===== config.mk =====
export PLATFORM = sky130hd
export DESIGN_NAME = vec_addr_gen
export DESIGN_NICKNAME = d
export VERILOG_FILES = /design/src/rtl/vag_pkg.sv /design/src/rtl/vag_step_calc.sv /design/src/rtl/vag_ctrl.sv /design/src/rtl/vag_addr_dp.sv /design/src/rtl/vec_addr_gen.sv
export SDC_FILE = /design/constraint.sdc
export NUM_CORES = 1
export LEC_CHECK = 0
export BUFFER_PORTS_ARGS = -buffer_cell sky130_fd_sc_hd__buf_2
export CAP_MARGIN = 10
export CELL_PAD_IN_SITES_DETAIL_PLACEMENT = 0
export CELL_PAD_IN_SITES_GLOBAL_PLACEMENT = 2
export CORE_MARGIN = 3
export CORE_UTILIZATION = 37
export CTS_BUF_LIST = sky130_fd_sc_hd__clkbuf_4 sky130_fd_sc_hd__clkbuf_8
export DETAILED_ROUTE_END_ITERATION = 10
export GPL_ROUTABILITY_DRIVEN = 0
export HOLD_SLACK_MARGIN = 0.15
export PLACE_DENSITY = 0.85
export REMOVE_ABC_BUFFERS = 1
export SYNTH_ARGS = -nofsm -noshare
export SYNTH_HDL_FRONTEND = slang
export SYNTH_SLANG_ARGS = --single-unit
export TNS_END_PERCENT = 5

===== constraint.sdc =====
create_clock -name clk -period 5.8 [get_ports clk]
set_input_delay 0.58 -clock clk [delete_from_list [all_inputs] [get_ports clk]]
set_output_delay 0.58 -clock clk [all_outputs]
set_load 0.01 [all_outputs]

===== src/rtl/vag_pkg.sv =====
package vag_pkg;

    typedef enum logic [1:0] {
        MODE_UNIT     = 2'b00,
        MODE_STRIDE   = 2'b01,
        MODE_INDEX    = 2'b10,
        MODE_UNIT_ALT = 2'b11
    } vag_mode_e;

    typedef enum logic [1:0] {
        ST_IDLE,
        ST_FETCH,
        ST_ISSUE,
        ST_FINISH
    } vag_state_e;

endpackage


===== src/rtl/vag_step_calc.sv =====
module vag_step_calc #(
    parameter int ADDR_W = 32
) (
    input  logic [1:0]        mode,
    input  logic [1:0]        ewidth,
    input  logic [ADDR_W-1:0] stride,
    output logic [ADDR_W-1:0] step
);
    import vag_pkg::*;

    localparam logic [ADDR_W-1:0] ONE = {{(ADDR_W-1){1'b0}}, 1'b1};

    always_comb begin
        if (vag_mode_e'(mode) == MODE_STRIDE) begin
            step = stride << ewidth;
        end else begin
            step = ONE << ewidth;
        end
    end

endmodule


===== src/rtl/vag_ctrl.sv =====
module vag_ctrl #(
    parameter int MAXVL = 64,
    parameter int VL_W  = $clog2(MAXVL + 1)
) (
    input  logic            clk,
    input  logic            rst_n,
    input  logic            start,
    input  logic [VL_W-1:0] vlen_in,
    input  logic            indexed_in,
    input  logic            idx_valid,
    input  logic            addr_ready,
    output logic            capture,
    output logic            idx_take,
    output logic            step_adv,
    output logic            idx_ready,
    output logic            addr_valid,
    output logic            done,
    output logic [VL_W-1:0] elem
);
    import vag_pkg::*;

    localparam logic [VL_W-1:0] MAXVL_C = VL_W'(MAXVL);
    localparam logic [VL_W-1:0] ONE_C   = VL_W'(1);

    vag_state_e      state_q, state_d;
    logic [VL_W-1:0] elem_q, vl_q, vl_eff;
    logic            indexed_q;
    logic            last;

    assign vl_eff = (vlen_in > MAXVL_C) ? MAXVL_C : vlen_in;
    assign last   = (elem_q == vl_q - ONE_C);
    assign elem   = elem_q;

    always_comb begin
        state_d = state_q;
        unique case (state_q)
            ST_IDLE: begin
                if (start) begin
                    if (vl_eff == '0)    state_d = ST_FINISH;
                    else if (indexed_in) state_d = ST_FETCH;
                    else                 state_d = ST_ISSUE;
                end
            end
            ST_FETCH: begin
                if (idx_valid) state_d = ST_ISSUE;
            end
            ST_ISSUE: begin
                if (addr_ready) begin
                    if (last)           state_d = ST_FINISH;
                    else if (indexed_q) state_d = ST_FETCH;
                    else                state_d = ST_ISSUE;
                end
            end
            ST_FINISH: state_d = ST_IDLE;
            default:   state_d = ST_IDLE;
        endcase
    end

    always_ff @(posedge clk or negedge rst_n) begin
        if (!rst_n) state_q <= ST_IDLE;
        else        state_q <= state_d;
    end

    always_comb begin
        idx_ready  = (state_q == ST_FETCH);
        addr_valid = (state_q == ST_ISSUE);
        done       = (state_q == ST_FINISH);
        capture    = (state_q == ST_IDLE) && start;
        idx_take   = (state_q == ST_FETCH) && idx_valid;
        step_adv   = (state_q == ST_ISSUE) && addr_ready && !last && !indexed_q;
    end

    always_ff @(posedge clk or negedge rst_n) begin
        if (!rst_n) begin
            elem_q    <= '0;
            vl_q      <= '0;
            indexed_q <= 1'b0;
        end else if (capture) begin
            elem_q    <= '0;
            vl_q      <= vl_eff;
            indexed_q <= indexed_in;
        end else if (addr_valid && addr_ready && !last) begin
            elem_q    <= elem_q + ONE_C;
        end
    end

    // a stalled element keeps its valid and its number
    a_r8_hold_elem: assert property (@(posedge clk) disable iff (!rst_n)
        addr_valid && !addr_ready |=> addr_valid && $stable(elem_q));
    // completion pulse lasts one cycle
    a_r7_done_pulse: assert property (@(posedge clk) disable iff (!rst_n)
        done |=> !done);
    // index handshake and address handshake never overlap
    a_r4_idx_excl: assert property (@(posedge clk) disable iff (!rst_n)
        idx_ready |-> !addr_valid);
    // element number stays below the captured count
    a_r5_elem_bound: assert property (@(posedge clk) disable iff (!rst_n)
        addr_valid |-> elem_q < vl_q);
    // element number advances by one after each accepted non-final address
    a_r5_elem_step: assert property (@(posedge clk) disable iff (!rst_n)
        addr_valid && addr_ready && !last |=> elem_q == $past(elem_q) + ONE_C);
    // a zero-length request completes in the next cycle
    a_r6_zero_len: assert property (@(posedge clk) disable iff (!rst_n)
        capture && vl_eff == '0 |=> done);

endmodule


===== src/rtl/vag_addr_dp.sv =====
module vag_addr_dp #(
    parameter int ADDR_W = 32
) (
    input  logic              clk,
    input  logic              rst_n,
    input  logic              capture,
    input  logic              idx_take,
    input  logic              step_adv,
    input  logic [ADDR_W-1:0] base_in,
    input  logic [ADDR_W-1:0] step_in,
    input  logic [ADDR_W-1:0] idx_data,
    output logic [ADDR_W-1:0] addr
);

    logic [ADDR_W-1:0] addr_q, base_q, step_q;

    always_ff @(posedge clk or negedge rst_n) begin
        if (!rst_n) begin
            addr_q <= '0;
            base_q <= '0;
            step_q <= '0;
        end else if (capture) begin
            addr_q <= base_in;
            base_q <= base_in;
            step_q <= step_in;
        end else if (idx_take) begin
            addr_q <= base_q + idx_data;
        end else if (step_adv) begin
            addr_q <= addr_q + step_q;
        end
    end

    assign addr = addr_q;

    // an accepted index lands as base plus offset
    a_r4_idx_load: assert property (@(posedge clk) disable iff (!rst_n)
        idx_take && !capture |=> addr_q == base_q + $past(idx_data));

endmodule


===== src/rtl/vec_addr_gen.sv =====
module vec_addr_gen #(
    parameter int ADDR_W = 32,
    parameter int MAXVL  = 64,
    parameter int VL_W   = $clog2(MAXVL + 1)
) (
    input  logic              clk,
    input  logic              rst_n,
    input  logic              start,
    input  logic [1:0]        mode,
    input  logic [1:0]        ewidth,
    input  logic [ADDR_W-1:0] base,
    input  logic [ADDR_W-1:0] stride,
    input  logic [VL_W-1:0]   vlen,
    input  logic              idx_valid,
    input  logic [ADDR_W-1:0] idx_data,
    output logic              idx_ready,
    output logic              addr_valid,
    input  logic              addr_ready,
    output logic [ADDR_W-1:0] addr_out,
    output logic [VL_W-1:0]   addr_elem,
    output logic              done
);
    import vag_pkg::*;

    logic              capture, idx_take, step_adv, indexed_in;
    logic [ADDR_W-1:0] step;

    assign indexed_in = (vag_mode_e'(mode) == MODE_INDEX);

    vag_step_calc #(.ADDR_W(ADDR_W)) u_step (
        .mode   (mode),
        .ewidth (ewidth),
        .stride (stride),
        .step   (step)
    );

    vag_ctrl #(.MAXVL(MAXVL), .VL_W(VL_W)) u_ctrl (
        .clk        (clk),
        .rst_n      (rst_n),
        .start      (start),
        .vlen_in    (vlen),
        .indexed_in (indexed_in),
        .idx_valid  (idx_valid),
        .addr_ready (addr_ready),
        .capture    (capture),
        .idx_take   (idx_take),
        .step_adv   (step_adv),
        .idx_ready  (idx_ready),
        .addr_valid (addr_valid),
        .done       (done),
        .elem       (addr_elem)
    );

    vag_addr_dp #(.ADDR_W(ADDR_W)) u_dp (
        .clk      (clk),
        .rst_n    (rst_n),
        .capture  (capture),
        .idx_take (idx_take),
        .step_adv (step_adv),
        .base_in  (base),
        .step_in  (step),
        .idx_data (idx_data),
        .addr     (addr_out)
    );

    // a stalled address does not move
    a_r8_addr_hold: assert property (@(posedge clk) disable iff (!rst_n)
        addr_valid && !addr_ready |=> $stable(addr_out));
    // a busy sequencer never captures a new request
    a_r9_busy_ignore: assert property (@(posedge clk) disable iff (!rst_n)
        (addr_valid || idx_ready) |-> !capture);
    // done never coincides with a presented address
    a_r7_done_quiet: assert property (@(posedge clk) disable iff (!rst_n)
        done |-> !addr_valid && !idx_ready);

endmodule


==> parameters.txt, run 1 <==
Parameter                              Value

Outcome
  Run status    complete, no violations

Floorplanning
  I/O pin total    154
  Effective utilization at floorplan    38.0%
  Floorplan Core Area    23700 um^2
  Site Rows    56
  Die extent in y    162 um
  Die Span X    162 um
  DIE AREA    26200 um^2

Yosys
  Cell type with the highest aggregate area in the netlist    sky130_fd_sc_hd__dfrtp_1
  Cell area after synthesis    9000 um^2
  Number of unique standard cell types used by synthesis    71
  Async set-or-reset flop fraction in the synthesized netlist    100%
  Predominant post-synthesis flop cell    sky130_fd_sc_hd__dfrtp_1
  Syn Area/Cell    8.05 um^2
  Number of flops mapped to enable cells by yosys    0
  Yosys Warn Count    0
  Number of instances in the synthesized netlist    1118
  Synthesized flop and latch total    113
  Proportion of synthesized chip area in sequential cells    31.4%
  Area fraction of the dominant cell type after synthesis    31.4%
  Top cells by area in the synthesized netlist    sky130_fd_sc_hd__dfrtp_1 31%, sky130_fd_sc_hd__nand2_1 8.9%, sky130_fd_sc_hd__ha_1 8.9%

Worst setup path
  Critical Path RT    6.08 ns
  Critical Path Fanout Max    25
  Slowest cell on crit path    sky130_fd_sc_hd__nand3_1
  CP bufs+invs    1
  Critical path's top delay family    simple AND/OR/NAND/NOR gates
  Delay of the slowest cell on the worst path    0.49 ns
  Type of the worst setup path    flip-flop to flip-flop
  Most numerous cell on the critical path    sky130_fd_sc_hd__nand3_1
  Worst flop-to-flop path endpoint    u_dp.addr[22]
  Data arrival, critical path    3.74 ns
  Count of cells along the worst register-to-register path    11
  Start of the worst register-to-register path    u_ctrl.vl_q[2]
  Register-to-register setup slack    2.34 ns
  Kind of launch point of the worst setup path    flip-flop
  Critical Path, Cell by Cell    nor2_1 > nor4b_1 > xnor2_1 > nand3_1 > a211o_1 > and3_1 > nand2b_1 > nand3_1 > buf_4 > o221ai_1 > a21oi_1
  Endpoint class of the critical path    flip-flop

Cells and area
  Final instance area    10400 um^2
  Share of cells above drive strength 1    17.4%
  Commonest cells after routing, fill and taps aside    213 x sky130_fd_sc_hd__nand2_1, 152 x sky130_fd_sc_hd__buf_2, 113 x sky130_fd_sc_hd__dfrtp_1
  Number of standard cells in the layout, taps in and fillers out    1561
  Diode count    0
  Layout area overhead    15.6%
  Final core utilization    44.0%
  Most common library cell in the layout ignoring fill and taps    sky130_fd_sc_hd__nand2_1
  Net count of the finished layout    1407

Global routing
  Aggregate global-route resource usage    20.6%
  Vias in the first global route    8025
  Antenna violations before repair    0
  Global-route wire length before repair    43300 um
  Pin count of the biggest net entering global routing    105
  Overall overflow remaining after global route    0

Clock tree
  # resized after CTS    0
  Clock latency reported for the late side of the worst-skew pair    0.45 ns
  Cell at the root of the clock tree    sky130_fd_sc_hd__clkbuf_8
  Post-cts hold buffer count    0
  Number of clock sinks seen by CTS    113
  CTS H-tree depth    4
  Clock buffers created by TritonCTS    17
  Post-CTS setup buffer count    0
  Clock slew seen by the registers of the worst setup and hold paths    0.08 ns
  TritonCTS clock tree    yes
  Worst-case clock buffer depth    2

Timing
  Maximum achievable frequency    289 MHz
  Count of endpoints failing setup in the final report    0
  Post-Route Skew    0.0124 ns
  Fin crit share    59.6%
  Setup repair after global routing missed its margin    false
  Setup_tns    0 ns
  Headroom to the max-slew limit    33.4%
  Max Slew Vio Count    0
  Slew @ Worst Pin    0.997 ns
  Final Hold Fails    0
  Time the final worst path needs with I/O delays and setup    3.46 ns

Drt
  Total vias in the final route    8294
  Vias per std cell    5.31
  Drt drc    0
  Wire length after detailed routing    26900 um
  Number of optimization iterations in the first detailed-route pass    5
  Initial drt markers    380
  Routed WL per cell    17.3 um
  Routed Antenna Nets    0

Power and ir drop
  Leakage power summed over all cells    0.00497 uW
  Power density cells    598 nW/um^2
  Peak VDD IR    0.192 mV

Placed design
  HPWL after detailed placement    20700 um
  Port-buffer cells    153
  Post-DP Area    9920 um^2
  Instance count after placement with tap cells included    1529

Run
  Number of violations of the max-capacitance limit    0

Min path
  Class of the tightest hold or removal check    input pin to asynchronous set/reset pin
-- routing by layer --
layer	track usage [%]	part of all wire, %	vias up
met1	30.8	50	3813
met2	31.5	44	217
met5	0	0	-
li1	-	-	4250
met3	3.34	4.8	14
met4	4.19	0.95	0
-- sequential cells by signal (all words and copies together) (netlist names) --
signal and cells:
u_ctrl.elem 7, u_ctrl.indexed_q 1, u_ctrl.state_q 2, u_ctrl.vl_q 7
u_dp.addr 32, u_dp.base_q 32, u_dp.step_q 32
-- cell families (layout without fill, tap and decap cells) --
kind of cell	after synthesis	after routing	share of synthesized area [%]
flip-flops	113	113	31.4
multiplexers	34	34	3.78
AO/OA/AOI/OAI	338	338	24.2
adder cells (fa/ha/maj)	66	66	9.34
buffers and inverters	78	202	3.82
XOR/XNOR	68	68	6.61
AND/OR/NAND/NOR	421	421	20.9
-- power breakdown --
part	internal [uW]	total [uW]	switching [uW]
registers	1150	1480	330
logic	1580	3820	2230
clock network	573	935	362
total	3300	6230	2930
-- stage by stage --
| step | worst slack [ns] | total power [uW] | hold WS, ns |
|---|---|---|---|
| after detailed placement | 2.21 | 5280 | 0.472 |
| after global placement | 2.23 | 5270 | 0.462 |
| after CTS | 2.34 | 6250 | 0.290 |
| after floorplan | 0.907 | 4250 | 0.284 |
| after global routing | 2.07 | 6820 | 0.309 |
| final | 2.34 | 6230 | 0.266 |
-- worst max-delay path by stage --
| stage | slack (ns) | endpoint | start | cells past startpoint |
|---|---|---|---|---|
| after CTS | 2.34 | u_dp.addr[22] | u_ctrl.vl_q[2] | 11 |
| after global routing | 2.07 | u_dp.addr[29] | u_ctrl.vl_q[2] | 11 |
| after detailed placement | 2.21 | u_dp.addr[26] | idx_data[0] | 12 |
| after floorplan | 0.91 | u_dp.addr[29] | start | 4 |
| final | 2.34 | u_dp.addr[22] | u_ctrl.vl_q[2] | 11 |
| after global placement | 2.23 | u_dp.addr[26] | idx_data[0] | 12 |
-- layout make-up --
type | instances | area [um^2]
clock buffer | 19 | 255
clock inverter | 13 | 233
multi-input combinational | 927 | 5840
sequential | 113 | 2830
tap | 319 | 399
fill | 2533 | 13300
inverter | 11 | 41.3
timing repair buffer | 159 | 813
-- synth_stat cells, types with 6 or more instances --
master	number
sky130_fd_sc_hd__a211oi_1	15
sky130_fd_sc_hd__a21o_1	29
sky130_fd_sc_hd__a21oi_1	101
sky130_fd_sc_hd__a31oi_1	15
sky130_fd_sc_hd__and2_1	7
sky130_fd_sc_hd__and3_1	8
sky130_fd_sc_hd__buf_2	8
sky130_fd_sc_hd__buf_4	6
sky130_fd_sc_hd__clkbuf_1	47
sky130_fd_sc_hd__dfrtp_1	113
sky130_fd_sc_hd__ha_1	64
sky130_fd_sc_hd__inv_1	11
sky130_fd_sc_hd__mux2i_1	34
sky130_fd_sc_hd__nand2_1	214
sky130_fd_sc_hd__nand2b_1	12
sky130_fd_sc_hd__nand3_1	13
sky130_fd_sc_hd__nand3b_1	7
sky130_fd_sc_hd__nand4_1	10
sky130_fd_sc_hd__nor2_1	83
sky130_fd_sc_hd__nor2b_1	9
sky130_fd_sc_hd__nor3_1	37
sky130_fd_sc_hd__o211ai_1	15
sky130_fd_sc_hd__o21a_1	6
sky130_fd_sc_hd__o21ai_0	85
sky130_fd_sc_hd__o22ai_1	12
sky130_fd_sc_hd__o31a_1	9
sky130_fd_sc_hd__xnor2_1	39
sky130_fd_sc_hd__xor2_1	29
No activity file was read; power rests on OpenSTA's default activity.
==> run 2, diff against run 1 <==
Settings changed: ABC_AREA set to 1, CORE_UTILIZATION 37 to 28, PLACE_DENSITY 0.85 to 0.76.
Clock period 5.8 ns to 2.85 ns, I/O delays scaled along.
==> run 2 against run 1 <==
  * Clock power grew 61%
  * First-iteration DRC count up 62%
  * Utilization down 8.8 points
  * Largest cell class unchanged
  * Largest power group unchanged
  * Sequential share of layout area down 5.5 points
  * Hold slack lost 0.070 ns
  * Setup slack worse by 2.2 ns
  * Synthesized cell count grew 63%
  * Synthesized area grew 19%
  * Combinational power grew 140%
  * Non-clock buffer count is 77 higher
  * Count of clock-buffer cells in the layout decreased by 2
  * Register-to-register slack got worse by 2.2 ns
==> parameters.txt, run 2 <==
Parameter                              Value

Worst setup path
  Data arrival, critical path    3.03 ns (-0.71 ns)
  Endpoint class of the critical path    flip-flop
  Critical Path RT    3.19 ns (-2.89 ns)
  Kind of launch point of the worst setup path    flip-flop
  Start point of the critical path    u_dp.addr[0]
  Start of the worst register-to-register path    u_dp.addr[0]
  Type of the worst setup path    flip-flop to flip-flop
  Critical Path Fanout Max    5 (-80%)

Cells and area
  Net count of the finished layout    2215 (+57%)
  Commonest cells after routing, fill and taps aside    820 x sky130_fd_sc_hd__nand2_1, 299 x sky130_fd_sc_hd__inv_1, 152 x sky130_fd_sc_hd__buf_2
  Most common library cell in the layout ignoring fill and taps    sky130_fd_sc_hd__nand2_1
  Share of cells above drive strength 1    11.4% (-6.0 points)
  Layout area overhead    22.1%
  Final instance area    13000 um^2 (+25%)

Floorplanning
  DIE AREA    40500 um^2 (+54%)
  Die Span X    201 um (+24%)
  Die extent in y    201 um (+24%)
  I/O pin total    154 (unchanged)
  Floorplan Core Area    37100 um^2 (+57%)
  Effective utilization at floorplan    28.8% (-9.3 points)
  Site Rows    70 (+25%)

Yosys
  Proportion of synthesized chip area in sequential cells    26.5% (-4.9 points)
  Async set-or-reset flop fraction in the synthesized netlist    100% (unchanged)
  XOR/XNOR share of the synthesized area    1.80% (-4.8 points)
  Dominant combinational cell family by area after synthesis    simple AND/OR/NAND/NOR gates
  Number of flops mapped to enable cells by yosys    0 (unchanged)
  Number of instances in the synthesized netlist    1825 (+63%)
  Area fraction of the dominant cell type after synthesis    28.9% (-2.5 points)
  Synth Area in Compound Gates    9.47% (-15 points)
  Most frequently used cell type in the post-synthesis netlist    sky130_fd_sc_hd__nand2_1
  Number of unique standard cell types used by synthesis    36 (-49%)
  Cell area after synthesis    10700 um^2 (+19%)
  Area share of and/or/nand/nor cells after synthesis    41.4% (+21 points)
  Share of synthesized area spent on multiplexers    0.187% (-3.6 points)
  Synth cell count leaders    821 x sky130_fd_sc_hd__nand2_1, 299 x sky130_fd_sc_hd__inv_1, 131 x sky130_fd_sc_hd__nor2_1, 113 x sky130_fd_sc_hd__dfrtp_1, 107 x sky130_fd_sc_hd__nand3_1
  Predominant post-synthesis flop cell    sky130_fd_sc_hd__dfrtp_1
  Post-synthesis share of cell area spent on full adders, half adders and majority gates    7.87% (-1.5 points)
  Syn Area/Cell    5.85 um^2 (-27%)
  Yosys Warn Count    0 (unchanged)
  Synthesized flop and latch total    113 (unchanged)
  Top cells by area in the synthesized netlist    sky130_fd_sc_hd__nand2_1 29%, sky130_fd_sc_hd__dfrtp_1 26%, sky130_fd_sc_hd__inv_1 11%
  Cell type with the highest aggregate area in the netlist    sky130_fd_sc_hd__nand2_1

Clock tree
  Post-CTS setup buffer count    0 (unchanged)
  CTS H-tree depth    4 (unchanged)
  Worst-case clock buffer depth    2 (unchanged)
  Number of clock sinks seen by CTS    113 (unchanged)
  Cell at the root of the clock tree    sky130_fd_sc_hd__clkbuf_8
  Clock buffers created by TritonCTS    17 (unchanged)
  TritonCTS clock tree    yes
  Clock latency reported for the late side of the worst-skew pair    0.48 ns (+0.03 ns)
  Clock slew seen by the registers of the worst setup and hold paths    0.08 ns (about the same)

Timing
  Setup repair after global routing missed its margin    false
  Time the final worst path needs with I/O delays and setup    2.69 ns (-0.765 ns)
  Final Hold Fails    0 (unchanged)
  Count of endpoints failing setup in the final report    0 (unchanged)
  Worst path setup slack after routing    0.156 ns (-2.18 ns)
  Maximum achievable frequency    371 MHz (+28%)
  Max Slew Vio Count    0 (unchanged)
  Post-Route Skew    0.0209 ns (+0.00850 ns)
  Slew @ Worst Pin    0.812 ns (-0.185 ns)
  Headroom to the max-slew limit    45.8% (+12 points)
  Fin crit share    94.5% (+35 points)

Placed design
  HPWL after detailed placement    34000 um (+64%)
  Post-DP Area    12100 um^2 (+22%)
  Post-placement worst setup slack    0.102 ns (-2.11 ns)
  Port-buffer cells    153 (unchanged)

Power and ir drop
  Sequential power share    21.8% (-1.9 points)
  Power density cells    1030 nW/um^2 (+72%)
  Relative contribution of combinational cells to total power    67.0% (+5.7 points)
  Peak VDD IR    0.327 mV (+70%)
  Internal portion of total power    6140 uW (+86%)
  Psw    7320 uW (+150%)
  Switching power as a share of total power    54.4% (+7.4 points)
  Relative contribution of the clock network to total power    11.3% (-3.7 points)
  Leakage power summed over all cells    0.00772 uW (+55%)

Global routing
  Antenna violations before repair    0 (unchanged)
  Vias in the first global route    11400 (+43%)
  Pin count of the biggest net entering global routing    69 (-34%)
  Global-route wire length before repair    64500 um (+49%)
  Overall overflow remaining after global route    0 (unchanged)
  Aggregate global-route resource usage    20.4% (-0.25 points)

Drt
  Total vias in the final route    11600 (+40%)
  Vias per std cell    4.56 (-14%)
  Number of optimization iterations in the first detailed-route pass    5 (unchanged)
  Wire length after detailed routing    41300 um (+53%)
  Routed WL per cell    16.2 um (-6.3%)
  Initial drt markers    616 (+62%)
  Drt drc    0 (unchanged)
  Routed Antenna Nets    0 (unchanged)

Run
  Number of violations of the max-capacitance limit    0 (unchanged)

Min path
  Class of the tightest hold or removal check    input pin to flip-flop
  Worst hold start    stride[19]

Outcome
  Run status    complete, no violations
[run 2: layout make-up]
cell class,instances,area (um^2)
Sequential cell,113,2830
Clock inverter,15,136
Clock buffer,17,234
Inverter,308,1160
Antenna cell,1,2.50
Multi-Input combinational cell,1361,6500
Fill cell,4314,24100
Timing Repair Buffer,236,1550
Tap cell,504,631
[run 2: power by group through the flow]
stage / logic, uW / registers [uW] / clock network, uW
after floorplan: 5950 / 2840 / 0
final: 9010 / 2930 / 1510
after global placement: 8940 / 2930 / 0
after CTS: 9050 / 2930 / 1570
after detailed placement: 8900 / 2950 / 0
after global routing: 10300 / 3020 / 1640
[run 2: kinds of logic after synthesis]
| group | after synthesis |
|---|---|
| XOR/XNOR | 22 |
| buffers and inverters | 351 |
| AND/OR/NAND/NOR | 1106 |
| AO/OA/AOI/OAI | 165 |
| flip-flops | 113 |
| multiplexers | 2 |
| adder cells (fa/ha/maj) | 66 |
[run 2: final timing paths]
path	endpoint	slack, ns	depth (start not counted)
worst max register to register	u_dp.addr[8]	0.16	11
worst max-delay path	u_dp.addr[8]	0.16	11
max in group asynchronous	u_dp.step_q[31]	1.63	3
worst min-delay path	u_dp.step_q[22]	0.20	3
min in group asynchronous	u_dp.step_q[7]	0.38	2
worst min register to register	u_dp.base_q[16]	0.49	2
[run 2: what timing repair did]
| action | 4_1_cts | 5_1_grt |
|---|---|---|
| endpoints found under the hold margin | 103 | 0 |
| resized for setup | 0 | 2 |
| endpoints found under the setup margin | 0 | 2 |
| hold buffers | 55 | 0 |
[run 2: critical path: stages, from the launching register on]
cell                       delay (ns)
sky130_fd_sc_hd__dfrtp_1         0.41
sky130_fd_sc_hd__ha_1            0.26
sky130_fd_sc_hd__fa_1            0.47
sky130_fd_sc_hd__nand3_1         0.13
sky130_fd_sc_hd__nand3_2         0.15
sky130_fd_sc_hd__nand2_1         0.10
sky130_fd_sc_hd__nand2_1         0.14
sky130_fd_sc_hd__xor2_1          0.20
sky130_fd_sc_hd__nand2_1         0.09
sky130_fd_sc_hd__nand2_1         0.05
sky130_fd_sc_hd__a21boi_0        0.46
sky130_fd_sc_hd__o21ai_1         0.11
[run 2: layer usage]
metal	share of wire [%]	up-vias	global-route usage [%]
met3	3.6	31	2.67
met5	0	-	0
li1	-	6078	-
met4	1.6	0	4.46
met1	50	5292	29.2
met2	44	247	32.8
[run 2: metrics by stage]
stage	hold WS, ns	power (uW)	instances	setup TNS (ns)	util, %
2_1_floorplan	-0.0106	8790	1782	-75.64	-
4_1_cts	0.151	13600	2554	0	35.1
3_5_place_dp	0.375	11800	2467	0	32.6
5_1_grt	0.187	15000	2554	0	35.1
3_3_place_gp	0.381	11900	2467	0	32.6
6_report	0.196	13500	2555	0	35.1
==> run 3, diff against run 2 <==
Settings changed: ABC_AREA 1 to not set, CORE_UTILIZATION 28 to 31.
==> run 3 against run 2 <==
  * The run now ends with setup timing left
  * Die area is 23% lower
  * Maximum frequency is 10% lower
  * Sequential power is 2% higher
  * Cell count is 31% lower
  * Via count is 24% lower
  * Sequential cell count stayed put
  * Hold slack better by 0.0052 ns
  * Power is 6.2% higher
  * Critical path depth is 1 higher
  * Utilization is 7.2 points higher
  * First-iteration DRC count is 11% lower
  * Combinational power is 5.9% higher
  * Critical path type unchanged
==> parameters.txt, run 3 (synthesis gave the netlist of run 1 again) <==
Parameter                              Value

Drt
  Wire length after detailed routing    30100 um (-27%)
  Drt drc    0 (unchanged)
  Routed Antenna Nets    0 (unchanged)
  Vias per std cell    5.01 (+9.8%)
  Routed WL per cell    17.0 um (+4.8%)
  Initial drt markers    549 (-11%)
  Number of optimization iterations in the first detailed-route pass    4 (-1)
  Total vias in the final route    8882 (-24%)

Timing
  Count of endpoints failing setup in the final report    6 (+6)
  Worst path setup slack after routing    -0.142 ns (-0.298 ns)
  Post-Route Skew    0.0182 ns (-0.00273 ns)
  Max Slew Vio Count    0 (unchanged)
  Fin crit share    105% (+10 points)
  Final Hold Fails    0 (unchanged)
  Maximum achievable frequency    334 MHz (-10%)
  Setup repair after global routing missed its margin    true
  Time the final worst path needs with I/O delays and setup    2.99 ns (+0.298 ns)
  Slew @ Worst Pin    0.868 ns (+0.0560 ns)
  Headroom to the max-slew limit    42.1% (-3.7 points)
  Worst hold slack across all endpoints    0.201 ns (+0.00521 ns)

Power and ir drop
  Relative contribution of combinational cells to total power    66.8% (-0.2 points)
  Relative contribution of the clock network to total power    12.2% (+0.9 points)
  Leakage power summed over all cells    0.00569 uW (-26%)
  Internal portion of total power    7680 uW (+25%)
  Psw    6600 uW (-9.7%)
  Peak VDD IR    0.418 mV (+28%)
  Power density cells    1190 nW/um^2 (+16%)
  Switching power as a share of total power    46.2% (-8.1 points)
  Sequential power share    20.9% (-0.9 points)

Outcome
  Failing checks    setup timing
  Run status    complete, but fails checks

Floorplanning
  Effective utilization at floorplan    31.9% (+3.1 points)
  I/O pin total    154 (unchanged)
  DIE AREA    31100 um^2 (-23%)
  Die Span X    176 um (-12%)
  Floorplan Core Area    28200 um^2 (-24%)
  Site Rows    61 (-13%)
  Die extent in y    176 um (-12%)

Worst setup path
  Endpoint class of the critical path    flip-flop
  Critical Path Fanout Max    4 (-1)
  Data arrival, critical path    3.31 ns (+0.28 ns)
  Critical path's top delay family    compound AO/OA/AOI/OAI gates
  Critical Path, Cell by Cell    ha_2 > fa_2 > a21o_4 > a31oi_4 > o31ai_4 > a41o_2 > a221oi_4 > o21a_4 > a2111oi_2 > or4_1 > nand2_1 > o21ai_1
  Type of the worst setup path    flip-flop to flip-flop
  Slowest cell on crit path    sky130_fd_sc_hd__dfrtp_1
  Delay of the slowest cell on the worst path    0.41 ns (-0.06 ns)
  CP bufs+invs    0 (unchanged)
  Critical Path RT    3.17 ns (-0.02 ns)
  Kind of launch point of the worst setup path    flip-flop

Global routing
  Aggregate global-route resource usage    19.2% (-1.1 points)
  Vias in the first global route    8979 (-22%)
  Pin count of the biggest net entering global routing    78 (+13%)
  Global-route wire length before repair    48100 um (-25%)
  Antenna violations before repair    0 (unchanged)
  Overall overflow remaining after global route    0 (unchanged)

Run
  Number of violations of the max-capacitance limit    0 (unchanged)

Clock tree
  CTS H-tree depth    4 (unchanged)
  Clock slew seen by the registers of the worst setup and hold paths    0.08 ns (about the same)
  Cell at the root of the clock tree    sky130_fd_sc_hd__clkbuf_8
  Clock buffers created by TritonCTS    17 (unchanged)
  Number of clock sinks seen by CTS    113 (unchanged)
  TritonCTS clock tree    yes
  Clock latency reported for the late side of the worst-skew pair    0.45 ns (-0.03 ns)
  Worst-case clock buffer depth    2 (unchanged)

Cells and area
  Net count of the finished layout    1561 (-30%)
  Number of standard cells in the layout, taps in and fillers out    1774 (-31%)
  Most common library cell in the layout ignoring fill and taps    sky130_fd_sc_hd__nand2_1
  Layout area overhead    32.8%
  Commonest cells after routing, fill and taps aside    213 x sky130_fd_sc_hd__nand2_1, 152 x sky130_fd_sc_hd__buf_2, 118 x sky130_fd_sc_hd__buf_4
  Share of cells above drive strength 1    26.1% (+15 points)
  Diode count    0 (-1)

Placed design
  Post-placement worst setup slack    -0.443 ns (-0.545 ns)
  Port-buffer cells    153 (unchanged)
  HPWL after detailed placement    23100 um (-32%)
  Instance count after placement with tap cells included    1696 (-31%)

Min path
  Class of the tightest hold or removal check    input pin to flip-flop
==> run 3: cell types whose count changed in the layout (fill, tap and decap cells not counted), moves of 19 or more <==
cell                       change
sky130_fd_sc_hd__nand2_1     -607
sky130_fd_sc_hd__inv_1       -288
sky130_fd_sc_hd__nand3_1      -93
sky130_fd_sc_hd__buf_4        +91
sky130_fd_sc_hd__a21oi_1      +54
sky130_fd_sc_hd__nor2_1       -49
sky130_fd_sc_hd__o21ai_0      +36
sky130_fd_sc_hd__mux2i_1      +32
sky130_fd_sc_hd__xnor2_1      +31
sky130_fd_sc_hd__nor3_1       +28
sky130_fd_sc_hd__a21o_1       +26
sky130_fd_sc_hd__o221ai_1     -19
==> run 3: worst reg2reg max path, stage by stage (launching register included) <==
cell                        delay (ns)
sky130_fd_sc_hd__dfrtp_1          0.41
sky130_fd_sc_hd__ha_2             0.19
sky130_fd_sc_hd__fa_2             0.35
sky130_fd_sc_hd__a21o_4           0.23
sky130_fd_sc_hd__a31oi_4          0.18
sky130_fd_sc_hd__o31ai_4          0.10
sky130_fd_sc_hd__a41o_2           0.29
sky130_fd_sc_hd__a221oi_4         0.29
sky130_fd_sc_hd__o21a_4           0.20
sky130_fd_sc_hd__a2111oi_2        0.07
sky130_fd_sc_hd__or4_1            0.41
sky130_fd_sc_hd__nand2_1          0.08
sky130_fd_sc_hd__o21ai_1          0.07
==> run 3: final timing paths <==
check                                    end       startpoint  slack, ns  cells past startpoint
min                        u_ctrl.state_q[0]       addr_ready       0.20                      3
max in group asynchronous     u_ctrl.elem[2]            rst_n       1.65                      3
min reg2reg                  u_dp.base_q[25]  u_dp.base_q[25]       0.48                      2
max                            u_dp.addr[30]   u_dp.step_q[0]      -0.14                     12
max reg2reg                    u_dp.addr[30]   u_dp.step_q[0]      -0.14                     12
min in group asynchronous     u_dp.base_q[4]            rst_n       0.41                      2
==> run 3: repair_timing <==
action | in CTS | in global routing
endpoints found under the hold margin | 89 | 0
gates resized for setup | 18 | 30
buffers inserted | 3 | 2
pin swaps | 19 | 13
setup endpoints to repair | 16 | 19
hold buffers | 41 | 0
==> run 3: cell type report <==
class | instances | area (um^2)
Multi-Input combinational cell | 927 | 6080
Inverter | 11 | 41.3
Timing Repair Buffer | 313 | 2100
Fill cell | 2972 | 16300
Clock inverter | 15 | 206
Sequential cell | 113 | 2830
Clock buffer | 17 | 234
Tap cell | 378 | 473
==> run 3: stage by stage <==
| step | instance area, um^2 | TNS [ns] | util (%) | total power (uW) |
|---|---|---|---|---|
| 2_1_floorplan | 8700 | -57.45 | - | 8640 |
| 3_3_place_gp | 10800 | -2.32 | 38.4 | 11900 |
| 3_5_place_dp | 10800 | -2.69 | 38.4 | 11900 |
| 4_1_cts | 11800 | -0.502 | 41.8 | 14000 |
| 5_1_grt | 12000 | -1.85 | 42.4 | 15600 |
| 6_report | 12000 | -0.583 | 42.4 | 14300 |
==> run 3: power groups by stage <==
stage          combinational (uW)  sequential [uW]  clock, uW
2_1_floorplan                5740             2900          0
3_3_place_gp                 8930             2970          0
3_5_place_dp                 8940             2980          0
4_1_cts                      9230             2970       1800
5_1_grt                     10600             3080       1880
6_report                     9540             2990       1750
==> run 3: metal layers <==
| layer | GRT usage, % | up-vias | share of wire [%] |
|---|---|---|---|
| met4 | 4.68 | 0 | 1.6 |
| met2 | 29.9 | 184 | 44 |
| met5 | 0 | - | 0 |
| li1 | - | 4556 | - |
| met1 | 27.8 | 4116 | 50 |
| met3 | 3.31 | 26 | 4.3 |
